File: src/rtl/cclk_pkg.sv
package cclk_pkg;

  typedef enum logic [1:0] {
    PWR_OFF = 2'b00,
    PWR_UP  = 2'b01,
    PWR_ON  = 2'b10,
    PWR_RSV = 2'b11
  } pwr_e;

  // adapter cycles spent high for a divider value
  function automatic int unsigned cclk_hi_len(input int unsigned d);
    return (d + 32'd2) / 32'd2;
  endfunction

  // adapter cycles spent low for a divider value
  function automatic int unsigned cclk_lo_len(input int unsigned d);
    return (d + 32'd2) - cclk_hi_len(d);
  endfunction

endpackage

File: src/rtl/cclk_divider.sv
// Free-running phase counter: marks the rising and falling slots of the
// divided clock whether or not the output is allowed to toggle.
module cclk_divider #(
  parameter int DIV_W = 8
) (
  input  logic             clk_i,
  input  logic             rst_ni,
  input  logic [DIV_W-1:0] div_i,
  output logic             rise_pt_o,
  output logic             fall_pt_o
);
  import cclk_pkg::*;

  localparam int CNT_W = DIV_W + 1;

  logic [CNT_W-1:0] cnt_q;
  logic             vlvl_q;
  logic [DIV_W-1:0] div_q;
  int unsigned      len;
  logic             phase_end;

  always_comb begin
    len       = vlvl_q ? cclk_hi_len(32'(div_q)) : cclk_lo_len(32'(div_q));
    phase_end = (32'(cnt_q) == len - 32'd1);
  end

  assign rise_pt_o = phase_end && !vlvl_q;
  assign fall_pt_o = phase_end && vlvl_q;

  always_ff @(posedge clk_i or negedge rst_ni) begin
    if (!rst_ni) begin
      cnt_q  <= '0;
      vlvl_q <= 1'b0;
      div_q  <= '0;
    end else if (phase_end) begin
      cnt_q  <= '0;
      vlvl_q <= ~vlvl_q;
      if (!vlvl_q) div_q <= div_i;   // new ratio only at a rising slot
    end else begin
      cnt_q <= cnt_q + 1'b1;
    end
  end

endmodule

File: src/rtl/cclk_idle_trk.sv
// Counts card-clock periods while both engines are idle; saturates.
module cclk_idle_trk #(
  parameter int IDLE_N = 8
) (
  input  logic clk_i,
  input  logic rst_ni,
  input  logic cmd_idle_i,
  input  logic dat_idle_i,
  input  logic tick_i,
  output logic full_o
);
  localparam int CW = $clog2(IDLE_N + 1);

  logic [CW-1:0] cnt_q;
  logic          both_idle;

  assign both_idle = cmd_idle_i && dat_idle_i;
  assign full_o    = (cnt_q == CW'(IDLE_N));

  always_ff @(posedge clk_i or negedge rst_ni) begin
    if (!rst_ni)                cnt_q <= '0;
    else if (!both_idle)        cnt_q <= '0;
    else if (tick_i && !full_o) cnt_q <= cnt_q + 1'b1;
  end

endmodule

File: src/rtl/cclk_gate.sv
// Output level, strobes and bypass path.
module cclk_gate (
  input  logic clk_i,
  input  logic rst_ni,
  input  logic on_i,
  input  logic run_i,
  input  logic bypass_i,
  input  logic rise_pt_i,
  input  logic fall_pt_i,
  output logic lvl_o,
  output logic cclk_o,
  output logic rise_stb_o,
  output logic fall_stb_o
);
  logic lvl_q, byp_run_q, rise_q, fall_q;
  logic do_rise, do_fall;

  assign do_rise = on_i && run_i && !bypass_i && rise_pt_i && !lvl_q;
  assign do_fall = lvl_q && (fall_pt_i || !on_i || bypass_i);

  always_ff @(posedge clk_i or negedge rst_ni) begin
    if (!rst_ni) begin
      lvl_q     <= 1'b0;
      byp_run_q <= 1'b0;
      rise_q    <= 1'b0;
      fall_q    <= 1'b0;
    end else begin
      if (do_rise)      lvl_q <= 1'b1;
      else if (do_fall) lvl_q <= 1'b0;
      byp_run_q <= on_i && run_i && bypass_i;
      rise_q    <= do_rise;
      fall_q    <= do_fall;
    end
  end

  assign lvl_o      = lvl_q;
  assign cclk_o     = lvl_q | (clk_i & byp_run_q);
  assign rise_stb_o = rise_q | byp_run_q;
  assign fall_stb_o = fall_q | byp_run_q;

endmodule

File: src/rtl/cclk_pwr_ctrl.sv
module cclk_pwr_ctrl #(
  parameter int DIV_W  = 8,
  parameter int IDLE_N = 8
) (
  input  logic             clk_i,
  input  logic             rst_ni,
  input  logic [1:0]       pwr_i,
  input  logic             clk_en_i,
  input  logic             bypass_i,
  input  logic             psave_i,
  input  logic [DIV_W-1:0] div_i,
  input  logic             cmd_idle_i,
  input  logic             dat_idle_i,
  output logic             cclk_o,
  output logic             rise_stb_o,
  output logic             fall_stb_o,
  output logic             bus_oe_o
);
  import cclk_pkg::*;

  pwr_e pwr;
  logic on, run, rise_pt, fall_pt, idle_tick, idle_full, div_lvl, oe_q;

  assign pwr       = pwr_e'(pwr_i);
  assign on        = (pwr == PWR_ON);
  assign idle_tick = bypass_i ? 1'b1 : rise_pt;
  assign run       = clk_en_i && !(psave_i && idle_full);

  cclk_divider #(.DIV_W(DIV_W)) u_div (
    .clk_i     (clk_i),
    .rst_ni    (rst_ni),
    .div_i     (div_i),
    .rise_pt_o (rise_pt),
    .fall_pt_o (fall_pt)
  );

  cclk_idle_trk #(.IDLE_N(IDLE_N)) u_idle (
    .clk_i      (clk_i),
    .rst_ni     (rst_ni),
    .cmd_idle_i (cmd_idle_i),
    .dat_idle_i (dat_idle_i),
    .tick_i     (idle_tick),
    .full_o     (idle_full)
  );

  cclk_gate u_gate (
    .clk_i      (clk_i),
    .rst_ni     (rst_ni),
    .on_i       (on),
    .run_i      (run),
    .bypass_i   (bypass_i),
    .rise_pt_i  (rise_pt),
    .fall_pt_i  (fall_pt),
    .lvl_o      (div_lvl),
    .cclk_o     (cclk_o),
    .rise_stb_o (rise_stb_o),
    .fall_stb_o (fall_stb_o)
  );

  always_ff @(posedge clk_i or negedge rst_ni) begin
    if (!rst_ni) oe_q <= 1'b0;
    else         oe_q <= on;
  end
  assign bus_oe_o = oe_q;

endmodule

File: config.mk
export PLATFORM = sky130hd
export DESIGN_NAME = cclk_pwr_ctrl
export DESIGN_NICKNAME = d
export VERILOG_FILES = /design/src/rtl/cclk_pkg.sv /design/src/rtl/cclk_divider.sv /design/src/rtl/cclk_idle_trk.sv /design/src/rtl/cclk_gate.sv /design/src/rtl/cclk_pwr_ctrl.sv
export SDC_FILE = /design/constraint.sdc
export NUM_CORES = 1
export LEC_CHECK = 0
export BUFFER_PORTS_ARGS = -buffer_cell sky130_fd_sc_hd__buf_2
export CORE_AREA = 2 2 86 88
export CTS_BUF_LIST = sky130_fd_sc_hd__clkbuf_4 sky130_fd_sc_hd__clkbuf_8
export DETAILED_ROUTE_END_ITERATION = 12
export DIE_AREA = 0 0 88 90
export GPL_TIMING_DRIVEN = 0
export PLACE_DENSITY = 0.69
export SYNTH_ARGS = -nofsm -noshare
export SYNTH_HDL_FRONTEND = slang
export SYNTH_HIERARCHICAL = 1
export SYNTH_SLANG_ARGS = --single-unit
File: constraint.sdc
create_clock -name clk_i -period 7.05 [get_ports clk_i]
set_input_delay 0.705 -clock clk_i [delete_from_list [all_inputs] [get_ports clk_i]]
set_output_delay 0.705 -clock clk_i [all_outputs]
set_load 0.1 [all_outputs]
==> flow_metrics.py, run 1 <==
metrics = {
    "run_status": {
        "status": "finished clean",
    },
    "grt": {
        "antenna_found_initial": 0,
        "grt_usage": 0.205,
        "grt_pass1_wl_um": 13300,
        "grt_pass1_vias": 2899,
        "grt_max_degree": 28,
        "grt-ovfl-total": 0,
    },
    "synthesis": {
        "synth_nets": 398,
        "synth_top_area_frac": 0.221,
        "netlist_instances": 365,
        "seq_area_frac_synth": 0.221,
        "synth_ff_type": "dfrtp_1",
        "syn_area_um2": 3060,
        "yosysUniqueCellTypes": 75,
        "synth-seq-cells": 27,
        "syn_area_per_cell_um2": 8.37,
        "synth-async-reset-ratio": 1.00,
        "synth_edf_count": 0,
        "synth_top_cell_by_area": "dfrtp_1",
        "synth_warnings": 6,
        "ys_top_cells_by_area": "dfrtp_1 22%, ha_1 6.5%, xnor2_1 6.3%",
    },
    "sta": {
        "finalSetupViolations": 0,
        "drv_slew": 0,
        "rsz0062_at_grt": "false",
        "period_minus_slack_ns": 6.50,
        "finalHoldViolations": 0,
        "period_share": 0.922,
        "slew-limit-headroom": 0.529,
        "skew_ns": 0.00305,
        "worst_pin_slew_ns": 0.703,
        "hold_slack_ns": 0.323,
        "setup_tns_ns": 0,
        "fmax_ghz": 0.154,
    },
    "power_and_ir_drop": {
        "vdd_drop_max_uv": 145,
        "p_leak_uw": 0.00135,
        "p_per_area_nw_per_um2": 303,
    },
    "route": {
        "wl_per_cell_um": 15.3,
        "vias_per_cell": 5.80,
        "drtAntennaViolNets": 0,
        "drt-initial-drc-count": 191,
        "via_count": 2847,
        "drc": 0,
        "route.final.wire_length_um": 7490,
        "first_pass_iters": 4,
    },
    "cells_and_area": {
        "layout-drive-gt1-share": 0.194,
        "nNetsFinal": 426,
        "final_common_cell": "buf_2",
        "final_cell_mix": "30 x buf_2, 27 x dfrtp_1, 25 x nand3_1",
        "n_antenna_cell": 0,
        "syn_to_final_growth_pct": 10.8,
    },
    "critical_path": {
        "path_class": "flop to flop",
        "rr_worst_depth": 26,
        "worst_r2r_endpoint": "u_idle/cnt_q[0]",
        "worstPathRequired_ns": 7.37,
        "cp-start-kind": "flop",
        "path_max_fanout": 10,
        "reg2reg_slack_ns": 0.55,
        "end_kind": "flop",
        "r2r-start": "u_div/div_q[1]",
        "cp.arrival_ns": 6.82,
    },
    "clocking": {
        "cts_tree": "yes",
        "postCtsHoldBufs": 0,
        "cts.clk_slew.worst_paths_ns": 0.10,
        "clkLatencyLatePin_ns": 0.38,
    },
    "floorplan": {
        "core_area_um2": 7020,
        "start_util": 0.435,
        "die_area_um2": 7920,
        "die_x_um": 88,
        "row_count": 31,
        "ios": 21,
        "die_h_um": 90,
    },
    "place": {
        "dp_hpwl_um": 5720,
        "globalplace.congestion": 0.931,
        "portBuffers": 20,
    },
    "flow_run": {
        "max_cap_viol_count": 0,
    },
    "worst_hold_path": {
        "hold_class": "primary input to asynchronous set/reset pin",
    },
}
==> through the flow <==
| stage | worst slack [ns] | power, uW | std cells | instance area, um2 | util |
|---|---|---|---|---|---|
| after floorplan | 1.22 | 740 | 365 | 3060 | - |
| after global placement | 0.431 | 862 | 484 | 3280 | 0.467 |
| after detailed placement | 0.353 | 878 | 484 | 3280 | 0.467 |
| after CTS | 0.295 | 1020 | 491 | 3370 | 0.480 |
| after global routing | 0.0509 | 1110 | 491 | 3390 | 0.482 |
| final | 0.548 | 1030 | 491 | 3390 | 0.482 |
==> area by class of cell <==
cell class | count | area (um2)
buffer | 24 | 133
clock buffer | 7 | 87.6
clock inverter | 1 | 5.00
fill | 695 | 3630
inverter | 19 | 71.3
multi-input combinational | 295 | 2200
sequential | 27 | 676
tap | 99 | 124
timing repair buffer | 19 | 95.1
==> worst max-delay path by stage <==
stage | start | endpoint | cells after the start | slack [ns]
after floorplan | u_div/div_q[1] | u_idle/cnt_q[0] | 25 | 1.22
after global placement | u_div/div_q[1] | u_idle/cnt_q[0] | 25 | 0.43
after detailed placement | u_div/div_q[1] | u_idle/cnt_q[0] | 25 | 0.35
after CTS | u_div/div_q[1] | u_idle/cnt_q[0] | 26 | 0.29
after global routing | u_div/div_q[1] | u_idle/cnt_q[0] | 25 | 0.05
final | u_div/div_q[1] | u_idle/cnt_q[0] | 26 | 0.55
==> kinds of logic after synthesis <==
group	Yosys count	share of synthesized area
buf+inv	43	0.0667
fa+ha+maj	16	0.0655
compound gates	69	0.174
mux	16	0.0634
simple gates	160	0.310
flops	27	0.221
xor+xnor	34	0.0999
==> state kept, by name (all words and copies together) (netlist names) <==
register / cells
u_gate/byp_run_q: 1
u_gate/fall_q: 1
u_div/div_q: 8
bus_oe_o: 1
u_gate/lvl_o: 1
u_div/vlvl_q: 1
u_idle/cnt_q: 4
u_div/cnt_q: 9
u_gate/rise_q: 1
==> report_power, final <==
part           switching, uW  total, uW  internal (uW)
Sequential              32.6        220            187
Clock                   62.6        139           76.5
Combinational            389        667            278
==> worst max-delay path, stage by stage (launching register included) <==
cell,delay [ns]
dfrtp_1,0.41
buf_4,0.19
buf_2,0.25
inv_1,0.09
ha_1,0.41
or2_2,0.36
nor4_1,0.41
o21a_1,0.20
or2_2,0.15
and4b_1,0.20
clkbuf_1,0.22
and3_1,0.19
clkbuf_1,0.22
nand3_1,0.12
ha_1,0.29
and4b_1,0.28
nand4_1,0.10
nor4_1,0.24
nand3_1,0.10
or4_1,0.41
a2111o_1,0.39
nand2b_1,0.19
nor4_4,0.24
or2_1,0.22
inv_1,0.08
or3_1,0.34
a21oi_1,0.14
==> routing by layer <==
metal | GRT usage | wire length (um)
met1 | 0.280 | 3440
met2 | 0.328 | 3590
met3 | 0.0257 | 317
met4 | 0.0692 | 143
met5 | 0 | 0
==> synthesized netlist by cell type (4+ instances only) <==
cell type and count:
dfrtp_1 27, o22ai_1 4, ha_1 16, nand3b_1 5
nor2_1 22, inv_1 19, mux2_2 13, o21ai_0 7
nor3_1 12, nand2b_1 9, or2_2 5, xor2_1 11
and2_1 4, nor4_1 10, a21oi_1 10, a311oi_1 5
clkbuf_1 8, buf_4 4, xnor2_1 22, nand3_1 25
nor2b_1 7, or2_1 4, nand4_1 8, buf_2 10
or3_1 5, nand2_1 18, and3_1 6
==> what timing repair did <==
action / CTS / global route
buffers inserted: 0 / 0
endpoints found under the setup margin: 0 / 4
gates resized for setup: 0 / 3
Power figures use the tool's default switching activity.
==> inputs of run 2 (changes only) <==
- REMOVE_ABC_BUFFERS: default -> 1
==> flow_metrics.py, run 2 (synthesis gave the netlist of run 1 again) <==
metrics = {
    "run_status": {
        "status": "finished clean",
    },
    "critical_path": {
        "path_cells": "ha_4, nand3_1, nor2_1, xnor2_1, ha_1, a2111oi_0, nor3_1, a2111oi_1, a221oi_4, nand3_1, ha_1, and4b_1, nand4_1, nor4_1, nand3_1, or4_1, a2111o_1, nand2b_1, nor4_2, or2_1, inv_1, or3_1, a21oi_1",
        "path_buf_inv": 1,
        "end_kind": "flop",
        "path_delay_family": "simple AND/OR/NAND/NOR gates",
        "path_max_fanout": 22,
        "worstPathRequired_ns": 7.35,
        "slowest_stage": "dfrtp_1",
        "cp.arrival_ns": 6.77,
        "crit_top_cell": "nand3_1",
        "cp-start-kind": "flop",
        "slowest_delay_ns": 0.68,
        "path_class": "flop to flop",
    },
    "cells_and_area": {
        "layout-drive-gt1-share": 0.171,
        "num-fill-cells": 680,
        "final_cell_mix": "25 x dfrtp_1, 25 x nand3_1, 22 x nor2_1, 22 x xnor2_1, 20 x buf_2",
        "stdcell_count": 467,
        "reg_top3": "u_div/cnt_q x9, u_div/div_q x8, u_idle/cnt_q x4",
        "syn_to_final_growth_pct": 7.25,
        "n_antenna_cell": 0,
        "regMostFlops": "u_div/cnt_q",
        "nNetsFinal": 402,
        "largest_reg_flops": 9,
    },
    "grt": {
        "grt_pass1_wl_um": 12100,
        "grt_pass1_vias": 2642,
        "grt_max_degree": 28,
        "grt-ovfl-total": 0,
        "grt_usage": 0.186,
        "antenna_found_initial": 0,
    },
    "place": {
        "globalplace.congestion": 0.922,
        "place_ws_ns": -0.763,
        "portBuffers": 20,
        "dp_hpwl_um": 5170,
        "dp_cells": 460,
    },
    "clocking": {
        "clkLatencyLatePin_ns": 0.38,
        "cts.clk_slew.worst_paths_ns": 0.10,
        "postCtsHoldBufs": 0,
        "cts_tree": "yes",
    },
    "route": {
        "via_count": 2707,
        "wl_per_cell_um": 14.9,
        "route.final.wire_length_um": 6970,
        "vias_per_cell": 5.80,
        "drt-initial-drc-count": 114,
        "drtAntennaViolNets": 0,
        "first_pass_iters": 4,
        "drc": 0,
    },
    "sta": {
        "setup_ws_ns": 0.585,
        "slew-limit-headroom": 0.380,
        "drv_slew": 0,
        "setup_tns_ns": 0,
        "rsz0062_at_grt": "false",
        "worst_pin_slew_ns": 0.927,
        "hold_slack_ns": 0.335,
        "finalHoldViolations": 0,
        "finalSetupViolations": 0,
        "period_minus_slack_ns": 6.46,
        "fmax_ghz": 0.155,
        "skew_ns": 0.00822,
        "period_share": 0.917,
    },
    "worst_hold_path": {
        "hold_class": "primary input to asynchronous set/reset pin",
    },
    "floorplan": {
        "ios": 21,
        "row_count": 31,
        "start_util": 0.435,
        "die_h_um": 90,
        "core_area_um2": 7020,
        "die_area_um2": 7920,
        "die_x_um": 88,
    },
    "power_and_ir_drop": {
        "vdd_drop_max_uv": 170,
        "p_per_area_nw_per_um2": 303,
        "p_leak_uw": 0.00127,
    },
    "flow_run": {
        "max_cap_viol_count": 0,
    },
}
run 2: timing repair:
action | CTS | global route
setup buffers | 0 | 0
endpoints found under the setup margin | 18 | 6
gates resized for setup | 4 | 4
run 2: metrics by stage:
step            util  power, uW  area (um2)
2_1_floorplan      -        714        2920
3_3_place_gp   0.448        825        3150
3_5_place_dp   0.448        838        3150
4_1_cts        0.464        989        3260
5_1_grt        0.467       1080        3280
6_report       0.467        992        3280
run 2: layout make-up:
cell class	count	area, um2	area share
Multi-Input combinational cell	295	2210	0.676
Sequential cell	27	678	0.207
Tap cell	99	124	0.0378
Timing Repair Buffer	19	95.1	0.0290
Clock buffer	7	87.6	0.0267
Inverter	19	71.3	0.0218
Clock inverter	1	7.51	0.00229
run 2: worst reg2reg max path: stages, from the launching register on:
cell,delay [ns]
dfrtp_1,0.68
ha_4,0.38
nand3_1,0.18
nor2_1,0.17
xnor2_1,0.20
ha_1,0.33
a2111oi_0,0.41
nor3_1,0.17
a2111oi_1,0.53
a221oi_4,0.16
nand3_1,0.14
ha_1,0.23
and4b_1,0.28
nand4_1,0.10
nor4_1,0.21
nand3_1,0.11
or4_1,0.40
a2111o_1,0.38
nand2b_1,0.16
nor4_2,0.34
or2_1,0.24
inv_1,0.09
or3_1,0.36
a21oi_1,0.15
run 2: path summary, 6_finish.rpt:
kind / from / end / slack, ns / depth (start not counted)
max: u_div/div_q[2] / u_idle/cnt_q[0] / 0.59 / 23
min: rst_ni / u_div/cnt_q[6] / 0.33 / 1
max reg2reg: u_div/div_q[2] / u_idle/cnt_q[0] / 0.59 / 23
min reg2reg: u_div/div_q[0] / u_div/div_q[0] / 0.52 / 1
max in group asynchronous: rst_ni / u_div/div_q[4] / 6.27 / 1
min in group clk_i: pwr_i[0] / bus_oe_o / 0.51 / 2
run 2: power by group:
part	leakage [uW]	total (uW)	internal (uW)	switching, uW
clock	0.0000570	140	76.9	62.6
sequential	0.000339	270	187	82.8
combinational	0.000870	583	261	322
total	0.00127	992	525	468
run 2: metal layers:
| metal | vias to the layer above | global-route usage | part of all wire |
|---|---|---|---|
| met5 | - | 0 | 0 |
| met4 | 0 | 0.0679 | 0.013 |
| met3 | 6 | 0.0174 | 0.032 |
| met2 | 50 | 0.304 | 0.50 |
| met1 | 1293 | 0.252 | 0.46 |
| li1 | 1358 | - | - |
==> inputs of run 3 (changes only) <==
- ABC_AREA: default -> 1
- CORE_AREA: 2 2 86 88 -> 2 2 82 84
- DIE_AREA: 0 0 88 90 -> 0 0 84 86
==> flow_metrics.py, run 3 <==
metrics = {
    "cells_and_area": {
        "num-fill-cells": 649,
        "syn_to_final_growth_pct": 8.02,
        "final_common_cell": "nand2_1",
        "largest_reg_flops": 9,
        "reg_top3": "u_div/cnt_q x9, u_div/div_q x8, u_idle/cnt_q x4",
        "final_cell_mix": "148 x nand2_1, 62 x nand3_1, 52 x inv_1",
        "nNetsFinal": 484,
        "n_antenna_cell": 0,
        "regMostFlops": "u_div/cnt_q",
        "layout-drive-gt1-share": 0.176,
    },
    "grt": {
        "grt_pass1_wl_um": 10500,
        "grt-ovfl-total": 0,
        "grt_max_degree": 28,
        "grt_usage": 0.175,
        "grt_pass1_vias": 2518,
        "antenna_found_initial": 0,
    },
    "critical_path": {
        "path_max_fanout": 24,
        "path_class": "flop to flop",
        "cp.arrival_ns": 5.54,
        "slowest_stage": "inv_1",
        "worstPathRequired_ns": 7.38,
        "cp-start-kind": "flop",
        "end_kind": "flop",
        "slowest_delay_ns": 0.76,
        "crit_top_cell": "nand2_1",
    },
    "route": {
        "via_count": 2655,
        "wl_per_cell_um": 11.0,
        "vias_per_cell": 5.04,
        "drt-initial-drc-count": 131,
        "drtAntennaViolNets": 0,
        "drc": 0,
        "route.final.wire_length_um": 5780,
        "first_pass_iters": 4,
    },
    "synthesis": {
        "synth_top_cell_by_area": "dfrtp_1",
        "synth-seq-cells": 27,
        "netlist_instances": 431,
        "synth_edf_count": 0,
        "synth_common_cells": "148 x nand2_1, 62 x nand3_1, 52 x inv_1",
        "synth_ff_type": "dfrtp_1",
        "seq_area_frac_synth": 0.246,
        "yosysUniqueCellTypes": 36,
        "syn_area_um2": 2750,
        "synth_top_area_frac": 0.246,
        "synth_warnings": 6,
        "synth-async-reset-ratio": 1.00,
        "syn_area_per_cell_um2": 6.37,
        "synthMostInstantiatedCell": "nand2_1",
        "ys_top_cells_by_area": "dfrtp_1 25%, nand2_1 20%, nand3_1 11%",
    },
    "sta": {
        "drv_slew": 0,
        "worst_pin_slew_ns": 0.955,
        "skew_ns": 0.00944,
        "finalSetupViolations": 0,
        "rsz0062_at_grt": "false",
        "setup_tns_ns": 0,
        "setup_ws_ns": 1.84,
        "hold_slack_ns": 0.319,
        "period_share": 0.740,
        "finalHoldViolations": 0,
        "period_minus_slack_ns": 5.21,
        "fmax_ghz": 0.192,
        "slew-limit-headroom": 0.363,
    },
    "clocking": {
        "cts.repair.resized": 0,
        "postCtsHoldBufs": 0,
        "cts_setup_buffers": 0,
        "cts_tree": "yes",
        "cts.clk_slew.worst_paths_ns": 0.10,
        "clkLatencyLatePin_ns": 0.38,
    },
    "power_and_ir_drop": {
        "swShare": 0.235,
        "p_leak_uw": 0.00173,
        "comb_power_share": 0.054,
        "p_sw_uw": 73.0,
        "p_per_area_nw_per_um2": 105,
        "pwr-share-clk": 0.443,
        "vdd_drop_max_uv": 126,
        "pwr-share-seq": 0.503,
        "internal_power_uw": 237,
    },
    "floorplan": {
        "core_area_um2": 6280,
        "die_x_um": 84,
        "die_h_um": 86,
        "row_count": 29,
        "ios": 21,
        "die_area_um2": 7220,
        "start_util": 0.438,
    },
    "worst_hold_path": {
        "hold_class": "primary input to asynchronous set/reset pin",
    },
    "place": {
        "dp_hpwl_um": 4570,
        "portBuffers": 20,
        "globalplace.congestion": 0.829,
        "place_ws_ns": 1.86,
    },
    "flow_run": {
        "max_cap_viol_count": 0,
    },
    "run_status": {
        "status": "finished clean",
    },
}
[run 3: critical path, delay by kind of cell, from the launching register on]
family | cells | cell delay (ns)
buffers and inverters | 2 | 0.90
flip-flops | 1 | 0.52
AO/OA/AOI/OAI | 1 | 0.24
adder cells (fa/ha/maj) | 2 | 0.51
AND/OR/NAND/NOR | 24 | 2.95
[run 3: layout make-up]
type / count / area, um2 / share of cell area
clock inverters: 1 / 7.51 / 0.00253
flip-flops and latches: 27 / 676 / 0.228
inverters: 63 / 236 / 0.0797
multi-input cells: 333 / 1770 / 0.596
clock buffers: 7 / 87.6 / 0.0295
well taps: 77 / 96.3 / 0.0325
repair buffers: 19 / 95.1 / 0.0321
[run 3: layer usage]
| layer | global-route usage | vias up | wire (um) |
|---|---|---|---|
| met5 | 0 | - | 0 |
| met4 | 0.0660 | 0 | 35 |
| met3 | 0.0221 | 4 | 187 |
| met2 | 0.311 | 34 | 2780 |
| met1 | 0.216 | 1214 | 2780 |
| li1 | - | 1403 | - |
[run 3: cell families after synthesis]
kind of cell    count (synthesis)  share of synthesized area
simple gates                  301                      0.534
buf+inv                        71                      0.110
flops                          27                      0.246
fa+ha+maj                      16                     0.0729
compound gates                 14                     0.0301
xor+xnor                        2                    0.00638
[run 3: per-stage QoR]
| step | instances | area (um2) | utilization | total power (uW) |
|---|---|---|---|---|
| global placement | 520 | 2880 | 0.458 | 180 |
| finish | 527 | 2970 | 0.473 | 310 |
| global route | 527 | 2970 | 0.473 | 325 |
| floorplan | 423 | 2680 | - | 171 |
| detailed placement | 520 | 2880 | 0.458 | 180 |
| CTS | 527 | 2970 | 0.473 | 316 |
[run 3: path summary, 6_finish.rpt]
path	from	endpoint	slack (ns)	depth (start not counted)
setup / recovery	u_div/vlvl_q	u_idle/cnt_q[3]	1.84	29
hold / removal	rst_ni	bus_oe_o	0.32	1
setup reg to reg	u_div/vlvl_q	u_idle/cnt_q[3]	1.84	29
hold reg to reg	u_div/div_q[0]	u_div/div_q[0]	0.51	2
max in group asynchronous	rst_ni	u_div/cnt_q[2]	6.34	1
min in group clk_i	pwr_i[0]	bus_oe_o	0.50	2
[run 3: power by group through the flow]
stage	sequential (uW)	combinational (uW)	clock, uW
6_report	156	16.7	137
2_1_floorplan	161	6.00	3.69
5_1_grt	156	18.9	150
3_3_place_gp	159	16.7	4.03
3_5_place_dp	159	17.1	4.03
4_1_cts	156	17.1	143
